==> config.mk <==
export PLATFORM = sky130hd
export DESIGN_NAME = bkpt_trap_unit
export DESIGN_NICKNAME = d
export VERILOG_FILES = /design/src/rtl/bkpt_pkg.sv /design/src/rtl/bkpt_decode.sv /design/src/rtl/bkpt_mode_ctl.sv /design/src/rtl/bkpt_runtime_ctr.sv /design/src/rtl/bkpt_trap_unit.sv
export SDC_FILE = /design/constraint.sdc
export NUM_CORES = 1
export LEC_CHECK = 0
export BUFFER_PORTS_ARGS = -buffer_cell sky130_fd_sc_hd__buf_2
export CAP_MARGIN = 20
export CORE_UTILIZATION = 35
export CTS_CLUSTER_SIZE = 40
export DETAILED_ROUTE_END_ITERATION = 10
export HOLD_SLACK_MARGIN = 0.05
export SLEW_MARGIN = 20
export SYNTH_ARGS = -nofsm -noshare
export SYNTH_HDL_FRONTEND = slang
export SYNTH_HIERARCHICAL = 1
export SYNTH_SLANG_ARGS = --single-unit
==> constraint.sdc <==
create_clock -name clk_i -period 2.45 [get_ports clk_i]
set_input_delay 0 -clock clk_i [delete_from_list [all_inputs] [get_ports clk_i]]
set_output_delay 0 -clock clk_i [all_outputs]
set_load 0.05 [all_outputs]
==> src/rtl/bkpt_pkg.sv <==
package bkpt_pkg;

    // Mode controller state
    typedef struct packed {
        logic dbg;
    } mode_st_t;

endpackage

==> src/rtl/bkpt_decode.sv <==
module bkpt_decode #(
    parameter int              OP_W       = 8,
    parameter logic [OP_W-1:0] BRK_OPCODE = '0
) (
    input  logic            valid_i,
    input  logic [OP_W-1:0] opcode_i,
    input  logic            enable_i,
    output logic            trap_o,
    output logic            nop_o
);

    logic is_brk;

    always_comb begin
        is_brk = valid_i && (opcode_i == BRK_OPCODE);
        trap_o = is_brk && enable_i;
        nop_o  = is_brk && !enable_i;
    end

endmodule

==> src/rtl/bkpt_mode_ctl.sv <==
module bkpt_mode_ctl
    import bkpt_pkg::*;
(
    input  logic clk_i,
    input  logic rst_ni,
    input  logic trap_i,
    input  logic go_i,
    output logic dbg_o,
    output logic leave_o,
    output logic idle_o
);

    mode_st_t st_d, st_q;

    always_comb begin
        st_d = st_q;
        if (trap_i) begin
            st_d.dbg = 1'b1;          // breakpoint wins over go
        end else if (go_i) begin
            st_d.dbg = 1'b0;
        end
        leave_o = st_q.dbg && !st_d.dbg;
        idle_o  = st_q.dbg || trap_i;
        dbg_o   = st_q.dbg;
    end

    always_ff @(posedge clk_i) begin
        if (!rst_ni) begin
            st_q.dbg <= 1'b1;
        end else begin
            st_q <= st_d;
        end
    end

    p_trap_enters_r2: assert property (@(posedge clk_i) disable iff (!rst_ni)
        trap_i |=> dbg_o);
    p_go_exits_r6: assert property (@(posedge clk_i) disable iff (!rst_ni)
        (dbg_o && go_i && !trap_i) |=> !dbg_o);
    p_brk_beats_go_r7: assert property (@(posedge clk_i) disable iff (!rst_ni)
        (dbg_o && go_i && trap_i) |=> dbg_o);
    p_run_holds_r11: assert property (@(posedge clk_i) disable iff (!rst_ni)
        (!dbg_o && !trap_i) |=> !dbg_o);

endmodule

==> src/rtl/bkpt_runtime_ctr.sv <==
module bkpt_runtime_ctr #(
    parameter int CNT_W = 16
) (
    input  logic             clk_i,
    input  logic             rst_ni,
    input  logic             dbg_i,
    input  logic             leave_i,
    output logic [CNT_W-1:0] cnt_o
);

    localparam logic [CNT_W-1:0] CNT_MAX = '1;

    logic [CNT_W-1:0] cnt_d, cnt_q;

    always_comb begin
        cnt_d = cnt_q;
        if (leave_i) begin
            cnt_d = '0;
        end else if (!dbg_i && (cnt_q != CNT_MAX)) begin
            cnt_d = cnt_q + 1'b1;
        end
        cnt_o = cnt_q;
    end

    always_ff @(posedge clk_i) begin
        if (!rst_ni) begin
            cnt_q <= '0;
        end else begin
            cnt_q <= cnt_d;
        end
    end

    p_step_when_running_r8: assert property (@(posedge clk_i) disable iff (!rst_ni)
        (!dbg_i && cnt_q != CNT_MAX) |=> cnt_q == $past(cnt_q) + 1'b1);
    p_frozen_in_debug_r8: assert property (@(posedge clk_i) disable iff (!rst_ni)
        (dbg_i && !leave_i) |=> $stable(cnt_q));
    p_no_overflow_r9: assert property (@(posedge clk_i) disable iff (!rst_ni)
        (cnt_q == CNT_MAX && !leave_i) |=> cnt_q == CNT_MAX);
    p_clear_on_exit_r10: assert property (@(posedge clk_i) disable iff (!rst_ni)
        leave_i |=> cnt_q == '0);

endmodule

==> src/rtl/bkpt_trap_unit.sv <==
module bkpt_trap_unit #(
    parameter int              CNT_W      = 16,
    parameter int              OP_W       = 8,
    parameter logic [OP_W-1:0] BRK_OPCODE = '0
) (
    input  logic             clk_i,
    input  logic             rst_ni,
    input  logic             dec_valid_i,
    input  logic [OP_W-1:0]  dec_opcode_i,
    input  logic             bp_enable_i,
    input  logic             host_go_i,
    output logic             dbg_mode_o,
    output logic             cpu_idle_o,
    output logic             nop_sub_o,
    output logic [CNT_W-1:0] run_count_o
);

    logic trap, leave;

    bkpt_decode #(
        .OP_W       (OP_W),
        .BRK_OPCODE (BRK_OPCODE)
    ) u_decode (
        .valid_i  (dec_valid_i),
        .opcode_i (dec_opcode_i),
        .enable_i (bp_enable_i),
        .trap_o   (trap),
        .nop_o    (nop_sub_o)
    );

    bkpt_mode_ctl u_mode (
        .clk_i   (clk_i),
        .rst_ni  (rst_ni),
        .trap_i  (trap),
        .go_i    (host_go_i),
        .dbg_o   (dbg_mode_o),
        .leave_o (leave),
        .idle_o  (cpu_idle_o)
    );

    bkpt_runtime_ctr #(
        .CNT_W (CNT_W)
    ) u_ctr (
        .clk_i   (clk_i),
        .rst_ni  (rst_ni),
        .dbg_i   (dbg_mode_o),
        .leave_i (leave),
        .cnt_o   (run_count_o)
    );

    p_disabled_brk_no_halt_r3: assert property (@(posedge clk_i) disable iff (!rst_ni)
        (nop_sub_o && !dbg_mode_o && !host_go_i) |=> !dbg_mode_o);
    p_other_opcode_no_halt_r4: assert property (@(posedge clk_i) disable iff (!rst_ni)
        (!dbg_mode_o && dec_valid_i && dec_opcode_i != BRK_OPCODE) |=> !dbg_mode_o);
    p_idle_in_debug_r6: assert property (@(posedge clk_i) disable iff (!rst_ni)
        dbg_mode_o |-> cpu_idle_o);

endmodule

== Word-level counts from Yosys, hierarchy flattened ==
Cells that the tools add are included.
Widths: inputs -> output; s select.
Word-level totals
  flip-flop bits (word level): 17
  bits of input ports: 13
  logic and storage cells: 18
Cells by class
  add/subtract/negate cells: 1
  eq/ne operators: 1
  muxes and demuxes: 2
  bitwise logic cells: 1
  reduce and logical (&&, ||, !) cells: 11
Operators with widths (number)
  $add 16x1->16 const B: 1
  $ne 16x16->1 const B: 1
  $logic_not 8->1: 1
  $logic_and 1x1->1: 5
  $logic_not 1->1: 3
  $mux 1: 2
  $reduce_or 2->1: 1
  $logic_or 1x1->1: 1
  $not 1->1: 1

== Longest topological paths before layout ==
Gate-level depths: netlist of run 1.
  depth in word-level cells: 7
  gate-level depth with buffers: 6
  mapped depth without buffers: 6

== Hierarchy ==
The synthesis of run 1 kept the hierarchy.
By module, submodules not included
  bkpt_runtime_ctr: times used 1, cells an instance 100, area an instance 917.1 um^2
  bkpt_mode_ctl: times used 1, cells an instance 6, area an instance 47.5 um^2
  bkpt_decode: times used 1, cells an instance 5, area an instance 40.0 um^2

== Worst setup path after synthesis of run 1 ==
OpenSTA, ideal clock, no wires.
  path kind: input port to output port
  start point: input port dec_opcode_i[4]
  end point: output port nop_sub_o
  data arrival time: 2.054 ns
  required time: 2.450 ns
  path slack: 0.396 ns
  cell stages on the path: 2
  buffers on the path: 0
  cells stage by stage: or4b_1 nor4_1
Between the ends
  cells in the longest elaborated chain, start to end: 3
Ends and longest elaborated chain
  from (decl): line bkpt_trap_unit.sv:9  | input logic [OP_W-1:0] dec_opcode_i,
  $logic_not 8->1: line bkpt_decode.sv:15  | is_brk = valid_i && (opcode_i == BRK_OPCODE);
  $logic_and 1x1->1: line bkpt_decode.sv:15
  $logic_and 1x1->1: line bkpt_decode.sv:17  | nop_o = is_brk && !enable_i;
  to (decl): line bkpt_trap_unit.sv:14  | output logic nop_sub_o,
No other way between the ends.

== Worst setup path after layout of run 1 ==
  start point: register u_ctr.cnt_q[0] (netlist: u_ctr/cnt_o[0])
  end point: register u_ctr.cnt_q[15] (netlist: u_ctr/cnt_o[15])
Between the ends
  cells in the longest elaborated chain, start to end: 2
  elaborated cells on any way between the ends: 3
Ends and longest elaborated chain
  from (decl): line bkpt_runtime_ctr.sv:13  | logic [CNT_W-1:0] cnt_d, cnt_q;
  from (signal assigned): line bkpt_runtime_ctr.sv:29  | cnt_q <= cnt_d;
  parallel branches: the longest is 2 deep, another holds $add 16x1->16
Parallel ways; which one is timed is not known.
A chain may end at the register's enable or synchronous reset.

==> flow_summary_export.csv, run 1 <==
group,metric,value,unit
power_and_ir_drop,power_frac_clock,29.9,%
worst_setup_path,ff2ff_path_depth,5,
clock_network,cts_num_sinks,17,
final_layout,nets,161,
timing,setup_viol,0,
power_and_ir_drop,vdd_drop_max,0.284,mV
synth,ys_seq_area_share,33.9,%
worst_setup_path,cp.required,2620,ps
floorplanning,die_w,55.6,um
placement,hpwl,1720,um
synth,synth.most_common_cell,"dfxtp_1",
placement,gp_congestion,0.724,
power_and_ir_drop,finalPower,0.490,mW
grt,grt_pass1_vias,886,
clock_network,postCtsSetupRepairBufs,0,
worst_setup_path,rrSetupSlack,550,ps
detailed_routing,drt.antenna.violating_nets,0,
worst_setup_path,crit_end,"u_ctr/cnt_o[15]",
placement,place_area,1190,um^2
clock_network,cts_tree,"done",
grt,grt_start_max_net_pins,14,
detailed_routing,routedWlPerCell,12.6,um
timing,hold_viol,0,
worst_setup_path,crit_start,"u_ctr/cnt_o[0]",
detailed_routing,drc_errors,0,
status,outcome,"completed",
power_and_ir_drop,combinationalPowerShare,12.1,%
placement,portBuffers,31,
final_layout,fin_area,1230,um^2
clock_network,cts_htree_levels,1,
final_layout,multiInputGateArea,633,um^2
synth,syn_area,1000,um^2
worst_setup_path,timing.rr.end,"u_ctr/cnt_o[15]",
detailed_routing,dr.first_iter.drc_count,15,
timing,slew_headroom,58.0,%
detailed_routing,via_count,978,
power_and_ir_drop,seqPwrFrac,58.0,%
grt,grt_overflow,0,
timing,fin_setup_tns,0,ps
grt,use_met1,21.6,%
timing,timing.fmax,527,MHz
synth,synth_warnings,6,
clock_network,clk_latency,280,ps
final_layout,drive_gt1_share,30.8,%
floorplanning,num_rows,19,
timing,timing.final.max_slew_violations,0,
floorplanning,dieArea,3090,um^2
synth,synthArstFlopShare,0,%
grt,gr-usage-met3,2.79,%
synth,synth.area.top_cells,"dfxtp_1 34%, or4_1 4.5%, a21oi_2 3.5%",
worst_setup_path,worstSetupPathType,"register to register",
power_and_ir_drop,internal-power,0.365,mW
power_and_ir_drop,p_leak,0.510,nW
worst_setup_path,cp_max_fo,9,
clock_network,cts_made_buffers,3,
floorplanning,core_area,2730,um^2
worst_setup_path,end_kind,"register",
floorplanning,die_y,55.6,um
grt,grt_usage,15.7,%
timing,skew,4.73,ps
job,cap_viol_max_count,0,
timing,tightest_slew,627,ps
final_layout,syn2layout_area_growth,22.7,%
synth,synthTopCellsByCount,"17 x dfxtp_1, 8 x nand2_1, 6 x nand3_1, 6 x or4_1, 5 x nor2_1",
grt,grt.busiest_layer,"met2",
detailed_routing,firstDrtPassIters,4,
grt,grt_pass1_wl,4000,um
worst_setup_path,worst_setup_path_start_kind,"register",
grt,antenna_found_initial,0,
synth,synth_flop_cell,"dfxtp_1",
clock_network,ctsResizeCount,0,
power_and_ir_drop,power_density,397,nW/um^2
synth,synth_cell_types,39,
clock_network,cts-root-buf,"clkbuf_4",
final_layout,antenna_cells,0,
power_and_ir_drop,switchingPower,0.124,mW
worst_setup_path,r2r-start,"u_ctr/cnt_o[0]",
floorplanning,start_util,36.8,%
detailed_routing,via_per_inst,5.53,
synth,syn_nets,125,
final_layout,fill_cells,281,
detailed_routing,routed_wl,2230,um
synth,yosysTopAreaCell,"dfxtp_1",
timing,rsz0062_at_grt,"false",
worst_setup_path,cp.arrival,2070,ps
timing,finalCriticalPeriod,1900,ps
final_layout,seq_area,340,um^2
synth,synth-edff-count,0,
clock_network,cts_max_path_buffers,2,
power_and_ir_drop,switching_share,25.4,%
synth,yosysTopAreaCellShare,33.9,%
clock_network,clkTransAtPathRegs,90,ps
synth,syn_avg_cell_area,9.05,um^2
clock_network,holdBufCountCts,2,
synth,ys_ff_latch,17,
synth,syn_inst,111,
floorplanning,ios,32,
timing,timing.final.crit_share,77.4,%
grt,met2_usage,26.0,%
hold_path,min_path_type,"input port to register",
==> worst max-delay path: stages (launching register included) <==
cell and delay, ps:
dfxtp_1 450, ha_1 250, nand2_1 220, or3_1 430, nand4_1 130, mux2_1 320
==> flip-flops by register name (all words and copies together), names as in the netlist <==
register,flops
u_ctr/cnt_o,16
u_mode/dbg_o,1
==> routing by layer <==
layer,routed length (um),share of wire [%],vias to the layer above
met5,0,0,-
met4,0,0,0
met3,61,2.7,0
met2,1070,48,14
met1,1100,49,458
li1,-,-,506
==> power groups by stage <==
stage / registers, mW / logic, mW / clock network, mW
floorplan: 0.299 / 0.0296 / 0
global placement: 0.290 / 0.0566 / 0
detailed placement: 0.291 / 0.0577 / 0
CTS: 0.284 / 0.0604 / 0.156
global route: 0.285 / 0.0642 / 0.171
finish: 0.284 / 0.0595 / 0.146
==> final cells by class <==
class,instances,share of cell area [%]
multi-input combinational,88,51.4
sequential,17,27.6
timing repair buffer,34,14.8
tap,31,3.15
clock buffer,4,2.13
inverter,3,0.914
==> logic make-up after synthesis <==
| kind of cell | count (synthesis) | synth area share (%) |
|---|---|---|
| simple gates | 59 | 38.9 |
| xor+xnor | 1 | 0.872 |
| compound gates | 26 | 20.9 |
| fa+ha+maj | 1 | 1.25 |
| flops | 17 | 33.9 |
| mux | 1 | 1.12 |
| buf+inv | 6 | 3.11 |
==> layout by cell type, fill, tap and decap left out, types with 3 or more instances in the layout <==
master,count
buf_2,31
dfxtp_1,17
nand2_1,8
nand3_1,6
or4_1,6
nor2_1,5
o21ai_1,4
or3_1,4
a21oi_1,4
a21oi_2,4
nor4_1,4
clkbuf_4,3
inv_1,3
nand2b_1,3
o21a_1,3
nand4_1,3
nor3_1,3
o31ai_1,3
==> stage by stage <==
step / utilization, % / setup slack, ps / hold WS [ps] / instances
after global routing: 45.1 / 380 / 282 / 177
after detailed placement: 43.4 / 345 / 226 / 171
after CTS: 45.1 / 538 / 250 / 177
after floorplan: - / 396 / 84.1 / 111
after global placement: 43.4 / 424 / 212 / 171
final: 45.1 / 553 / 245 / 177
==> worst min path at each step <==
stage                   start         endpoint  slack [ps]  cells after the start
CTS                 host_go_i   u_ctr/cnt_o[8]         250                      5
global placement       rst_ni     u_mode/dbg_o         210                      2
floorplan              rst_ni     u_mode/dbg_o          80                      1
finish              host_go_i  u_ctr/cnt_o[14]         240                      5
global route        host_go_i   u_ctr/cnt_o[8]         280                      5
detailed placement     rst_ni     u_mode/dbg_o         230                      2
No activity file was read; power rests on OpenSTA's default activity.
==> inputs of run 2 (changes only) <==
==> constraint.sdc (replaced) <==
create_clock -name clk_i -period 1.7 [get_ports clk_i]
set_input_delay 0 -clock clk_i [delete_from_list [all_inputs] [get_ports clk_i]]
set_output_delay 0 -clock clk_i [all_outputs]
set_load 0.05 [all_outputs]
==> run 2 against run 1 <==
Net effect:
- sequential power rose by 41%
- count of clock-buffer cells in the layout did not move
- via count rose by 5.6%
- cell area rose by 15%
- largest cell class unchanged
==> flow_summary_export.csv, run 2 (synthesis gave the netlist of run 1 again) <==
group,metric,value,unit
hold_path,min_path_type,"input port to register",
clock_network,cts_htree_levels,1,
placement,hpwl,1930,um
worst_setup_path,worst_setup_path_start_kind,"register",
final_layout,largest_reg_flops,16,
clock_network,cts_made_buffers,3,
worst_setup_path,timing.rr.end,"u_ctr/cnt_o[7]",
worst_setup_path,ff2ff_path_depth,6,
floorplanning,num_rows,19,
timing,holdWs,315,ps
placement,portBuffers,31,
clock_network,cts-root-buf,"clkbuf_4",
grt,grt_usage,17.3,%
timing,tightest_slew,454,ps
grt,antenna_found_initial,0,
grt,grt_overflow,0,
worst_setup_path,cp_max_fo,13,
clock_network,cts_max_path_buffers,2,
detailed_routing,drc_errors,0,
floorplanning,die_w,55.6,um
worst_setup_path,cp.arrival,1840,ps
worst_setup_path,end_kind,"register",
power_and_ir_drop,p_leak,0.599,nW
detailed_routing,routedWlPerCell,13.1,um
timing,timing.fmax,621,MHz
power_and_ir_drop,vdd_drop_max,0.310,mV
clock_network,postCtsSetupRepairBufs,0,
floorplanning,dieArea,3090,um^2
floorplanning,ios,32,
placement,placed_cells,183,
floorplanning,start_util,36.8,%
final_layout,nets,173,
timing,timing.final.crit_share,94.8,%
timing,setup_viol,0,
timing,skew,5.01,ps
worst_setup_path,rrSetupSlack,90,ps
timing,finalCriticalPeriod,1610,ps
clock_network,cts_tree,"done",
timing,hold_viol,0,
status,outcome,"completed",
detailed_routing,firstDrtPassIters,4,
clock_network,clkTransAtPathRegs,100,ps
worst_setup_path,worstSetupPathType,"register to register",
final_layout,drive_gt1_share,50.6,%
grt,grt_pass1_vias,987,
final_layout,antenna_cells,0,
floorplanning,die_y,55.6,um
worst_setup_path,cp.required,1930,ps
detailed_routing,routed_wl,2490,um
worst_setup_path,r2r-start,"u_ctr/cnt_o[0]",
final_layout,final_cells,189,
detailed_routing,via_per_inst,5.47,
detailed_routing,via_count,1033,
timing,rsz0062_at_grt,"false",
worst_setup_path,crit_start,"u_ctr/cnt_o[0]",
grt,grt_pass1_wl,4250,um
clock_network,cts_num_sinks,17,
grt,grt_start_max_net_pins,14,
detailed_routing,dr.first_iter.drc_count,12,
placement,place_area,1340,um^2
timing,slew_headroom,69.6,%
final_layout,mostFrequentLayoutCells,"31 x buf_2, 13 x buf_4, 10 x dfxtp_2",
final_layout,fin_area,1410,um^2
detailed_routing,drt.antenna.violating_nets,0,
floorplanning,core_area,2730,um^2
placement,gp_congestion,0.717,
final_layout,syn2layout_area_growth,40.6,%
job,cap_viol_max_count,0,
clock_network,clk_latency,290,ps
final_layout,layout_commonest_cell,"buf_2",
timing,timing.final.max_slew_violations,0,
power_and_ir_drop,power_density,517,nW/um^2
worst_setup_path,crit_end,"u_ctr/cnt_o[7]",
run 2: cell count changes in the layout (fill, tap and decap cells not counted), sizes merged:
cell and delta:
buf +12
run 2: cell type report:
| cell class | instances | area (um^2) |
|---|---|---|
| Fill cell | 261 | 1320 |
| Multi-Input combinational cell | 88 | 692 |
| Sequential cell | 17 | 372 |
| Timing Repair Buffer | 46 | 273 |
| Tap cell | 31 | 38.8 |
| Clock buffer | 4 | 26.3 |
| Inverter | 3 | 11.3 |
run 2: where the power goes:
part	leakage (nW)	switching (mW)	internal, mW
clock network	0.0150	0.126	0.0911
registers	0.147	0.00427	0.396
logic	0.437	0.0643	0.0482
run 2: how the worst min path moves through the flow:
| stage | endpoint | slack (ps) | from | cells after the start |
|---|---|---|---|---|
| CTS | u_ctr/cnt_o[5] | 300 | host_go_i | 6 |
| global route | u_ctr/cnt_o[5] | 340 | host_go_i | 6 |
| detailed placement | u_mode/dbg_o | 240 | rst_ni | 2 |
| global placement | u_mode/dbg_o | 240 | rst_ni | 2 |
| floorplan | u_mode/dbg_o | 80 | rst_ni | 1 |
| finish | u_ctr/cnt_o[5] | 310 | host_go_i | 6 |
run 2: routing by layer:
metal	share of wire, %	track usage, %
met5	0	0
met4	0	7.14
met3	3.7	3.49
met2	50	29.3
met1	46	21.3
run 2: critical path, stage by stage, from the launching register on:
cell and delay (ps):
dfxtp_4 360, ha_2 210, nand3_2 100, o41ai_4 60, buf_4 180, or4_1 490, a21oi_2 160
run 2: repair_timing:
| action | 4_1_cts | 5_1_grt |
|---|---|---|
| setup endpoints to repair | 1 | 3 |
| hold buffers | 2 | 0 |
| hold endpoints to repair | 1 | 0 |
| resized for setup | 1 | 3 |
run 2: per-stage QoR:
stage	total power [mW]	setup slack (ps)	TNS, ps	utilization, %
4_1_cts	0.746	23.4	0	51.0
3_5_place_dp	0.518	-183	-505	49.1
3_3_place_gp	0.514	-133	-330	49.1
2_1_floorplan	0.471	0.642	0	-
5_1_grt	0.773	11.1	0	51.7
6_report	0.730	89.0	0	51.7
==> inputs of run 3 (changes only) <==
--- a/config.mk
+++ b/config.mk
@@ -11,6 +11,7 @@
 export CTS_CLUSTER_SIZE = 40
 export DETAILED_ROUTE_END_ITERATION = 10
 export HOLD_SLACK_MARGIN = 0.05
+export RECOVER_POWER = 25
 export SLEW_MARGIN = 20
 export SYNTH_ARGS = -nofsm -noshare
 export SYNTH_HDL_FRONTEND = slang
==> run 3 against run 2 <==
Net effect:
- count of clock-buffer cells in the layout is the same
- global-route usage stayed put
- clock power hardly changed
- sequential cell count unchanged
- power rose by 0.13%
- sequential share of layout area grew 0.19 points
- sequential power about the same
- maximum frequency down 0.27%
- via count is 0.48% higher
- clock skew hardly changed
- combinational power about the same
- critical path type is now input port to register
- largest cell class unchanged
- largest power group unchanged
==> flow_summary_export.csv, run 3 (synthesis gave the netlist of run 1 again) <==
group,metric,value,unit
floorplanning,ios,32,
timing,timing.fmax,619,MHz
placement,place_ws,-183,ps
power_and_ir_drop,power_density,521,nW/um^2
worst_setup_path,rrSetupSlack,90,ps
worst_setup_path,timing.rr.end,"u_ctr/cnt_o[7]",
final_layout,antenna_cells,0,
clock_network,cts_tree,"done",
timing,skew,4.62,ps
clock_network,postCtsSetupRepairBufs,0,
detailed_routing,via_count,1038,
timing,finalWorstSetupSlack,84.6,ps
timing,tightest_slew,596,ps
final_layout,syn2layout_area_growth,39.6,%
floorplanning,dieArea,3090,um^2
final_layout,nets,173,
grt,grt_usage,17.3,%
grt,use_met1,21.3,%
grt,grt_overflow,0,
timing,hold_viol,0,
clock_network,cts_htree_levels,1,
worst_setup_path,cp.required,1920,ps
grt,met2_usage,29.3,%
hold_path,hp-start,"host_go_i",
worst_setup_path,cp.arrival,1840,ps
timing,slew_headroom,60.4,%
detailed_routing,routedWlPerCell,13.4,um
grt,gr-usage-met3,3.49,%
placement,gp_congestion,0.717,
floorplanning,start_util,36.8,%
timing,timing.final.max_slew_violations,0,
final_layout,fill_cells,267,
final_layout,utilization,51.3,%
placement,portBuffers,31,
grt,grt.busiest_layer,"met2",
floorplanning,die_y,55.6,um
power_and_ir_drop,finalPower,0.731,mW
final_layout,largest_reg_flops,16,
timing,setup_viol,0,
grt,antenna_found_initial,0,
worst_setup_path,worstSetupPathType,"input port to register",
detailed_routing,drc_errors,0,
grt,grt_pass1_wl,4250,um
worst_setup_path,end_kind,"register",
final_layout,drive_gt1_share,45.6,%
grt,grt_start_max_net_pins,14,
final_layout,mostFrequentLayoutCells,"23 x buf_2, 13 x buf_4, 10 x dfxtp_2",
floorplanning,core_area,2730,um^2
worst_setup_path,worst_setup_path_start_kind,"input port",
clock_network,clkTransAtPathRegs,100,ps
detailed_routing,dr.first_iter.drc_count,17,
worst_setup_path,r2r-start,"u_ctr/cnt_o[0]",
worst_setup_path,cp_max_fo,4,
clock_network,cts_num_sinks,17,
placement,hpwl,1930,um
detailed_routing,routed_wl,2540,um
detailed_routing,via_per_inst,5.49,
final_layout,layout_commonest_cell,"buf_2",
power_and_ir_drop,vdd_drop_max,0.310,mV
status,outcome,"completed",
timing,timing.final.crit_share,95.0,%
power_and_ir_drop,p_leak,0.563,nW
grt,grt_pass1_vias,987,
floorplanning,die_w,55.6,um
worst_setup_path,ff2ff_path_depth,6,
clock_network,cts-root-buf,"clkbuf_4",
hold_path,min_path_type,"input port to register",
hold_path,holdPathStages,6,
detailed_routing,firstDrtPassIters,4,
hold_path,worstHoldEndpoint,"u_ctr/cnt_o[5]",
timing,finalCriticalPeriod,1620,ps
clock_network,cts_made_buffers,3,
timing,fin_setup_tns,0,ps
detailed_routing,drt.antenna.violating_nets,0,
clock_network,cts_max_path_buffers,2,
timing,rsz0062_at_grt,"false",
job,cap_viol_max_count,0,
clock_network,clk_latency,290,ps
floorplanning,num_rows,19,
run 3: cell types whose count changed in the layout (fill, tap and decap cells not counted):
cell / before / now
clkbuf_1: 1 / 9
buf_2: 31 / 23
run 3: worst max-delay path, stage by stage:
cell and delay, ps:
buf_2 100, or4b_4 550, nor4_4 320, nor2_1 110, nand2b_4 160, or4_1 510
o21ai_1 90
run 3: routing by layer:
layer  up-vias  wire (um)
met3         2        111
met5         -          0
met1       478       1150
li1        530          -
met4         0         23
met2        28       1260
run 3: layout make-up:
class	count	area [um^2]	area share, %
Inverter	3	11.3	0.803
Sequential cell	17	372	26.5
Timing Repair Buffer	46	263	18.7
Tap cell	31	38.8	2.77
Multi-Input combinational cell	88	692	49.3
Clock buffer	4	26.3	1.87
run 3: power breakdown:
part	total, mW	leakage (nW)	switching [mW]	internal (mW)
Clock	0.218	0.0150	0.127	0.0911
Sequential	0.400	0.147	0.00428	0.396
Combinational	0.113	0.402	0.0647	0.0482
run 3: per-stage QoR:
step / hold WS [ps] / cell area, um^2 / instances
final: 317 / 1400 / 189
after CTS: 303 / 1390 / 189
after floorplan: 83.6 / 1070 / 111
after global routing: 337 / 1400 / 189
after global placement: 239 / 1340 / 183
after detailed placement: 237 / 1340 / 183
run 3: timing repair:
item | 4_1_cts | 5_1_grt
endpoints found under the setup margin | 1 | 3
endpoints found under the hold margin | 1 | 0
hold buffers | 2 | 0
resized for setup | 1 | 3
run 3: worst max-delay path by stage:
stage / endpoint / slack, ps / start
global placement: u_ctr/cnt_o[6] / -130 / dec_opcode_i[4]
finish: u_ctr/cnt_o[6] / 80 / dec_opcode_i[4]
global route: u_ctr/cnt_o[7] / 10 / u_ctr/cnt_o[0]
floorplan: u_ctr/cnt_o[15] / 0.6 / u_ctr/cnt_o[14]
CTS: u_ctr/cnt_o[7] / 20 / u_ctr/cnt_o[0]
detailed placement: u_ctr/cnt_o[6] / -180 / dec_opcode_i[4]
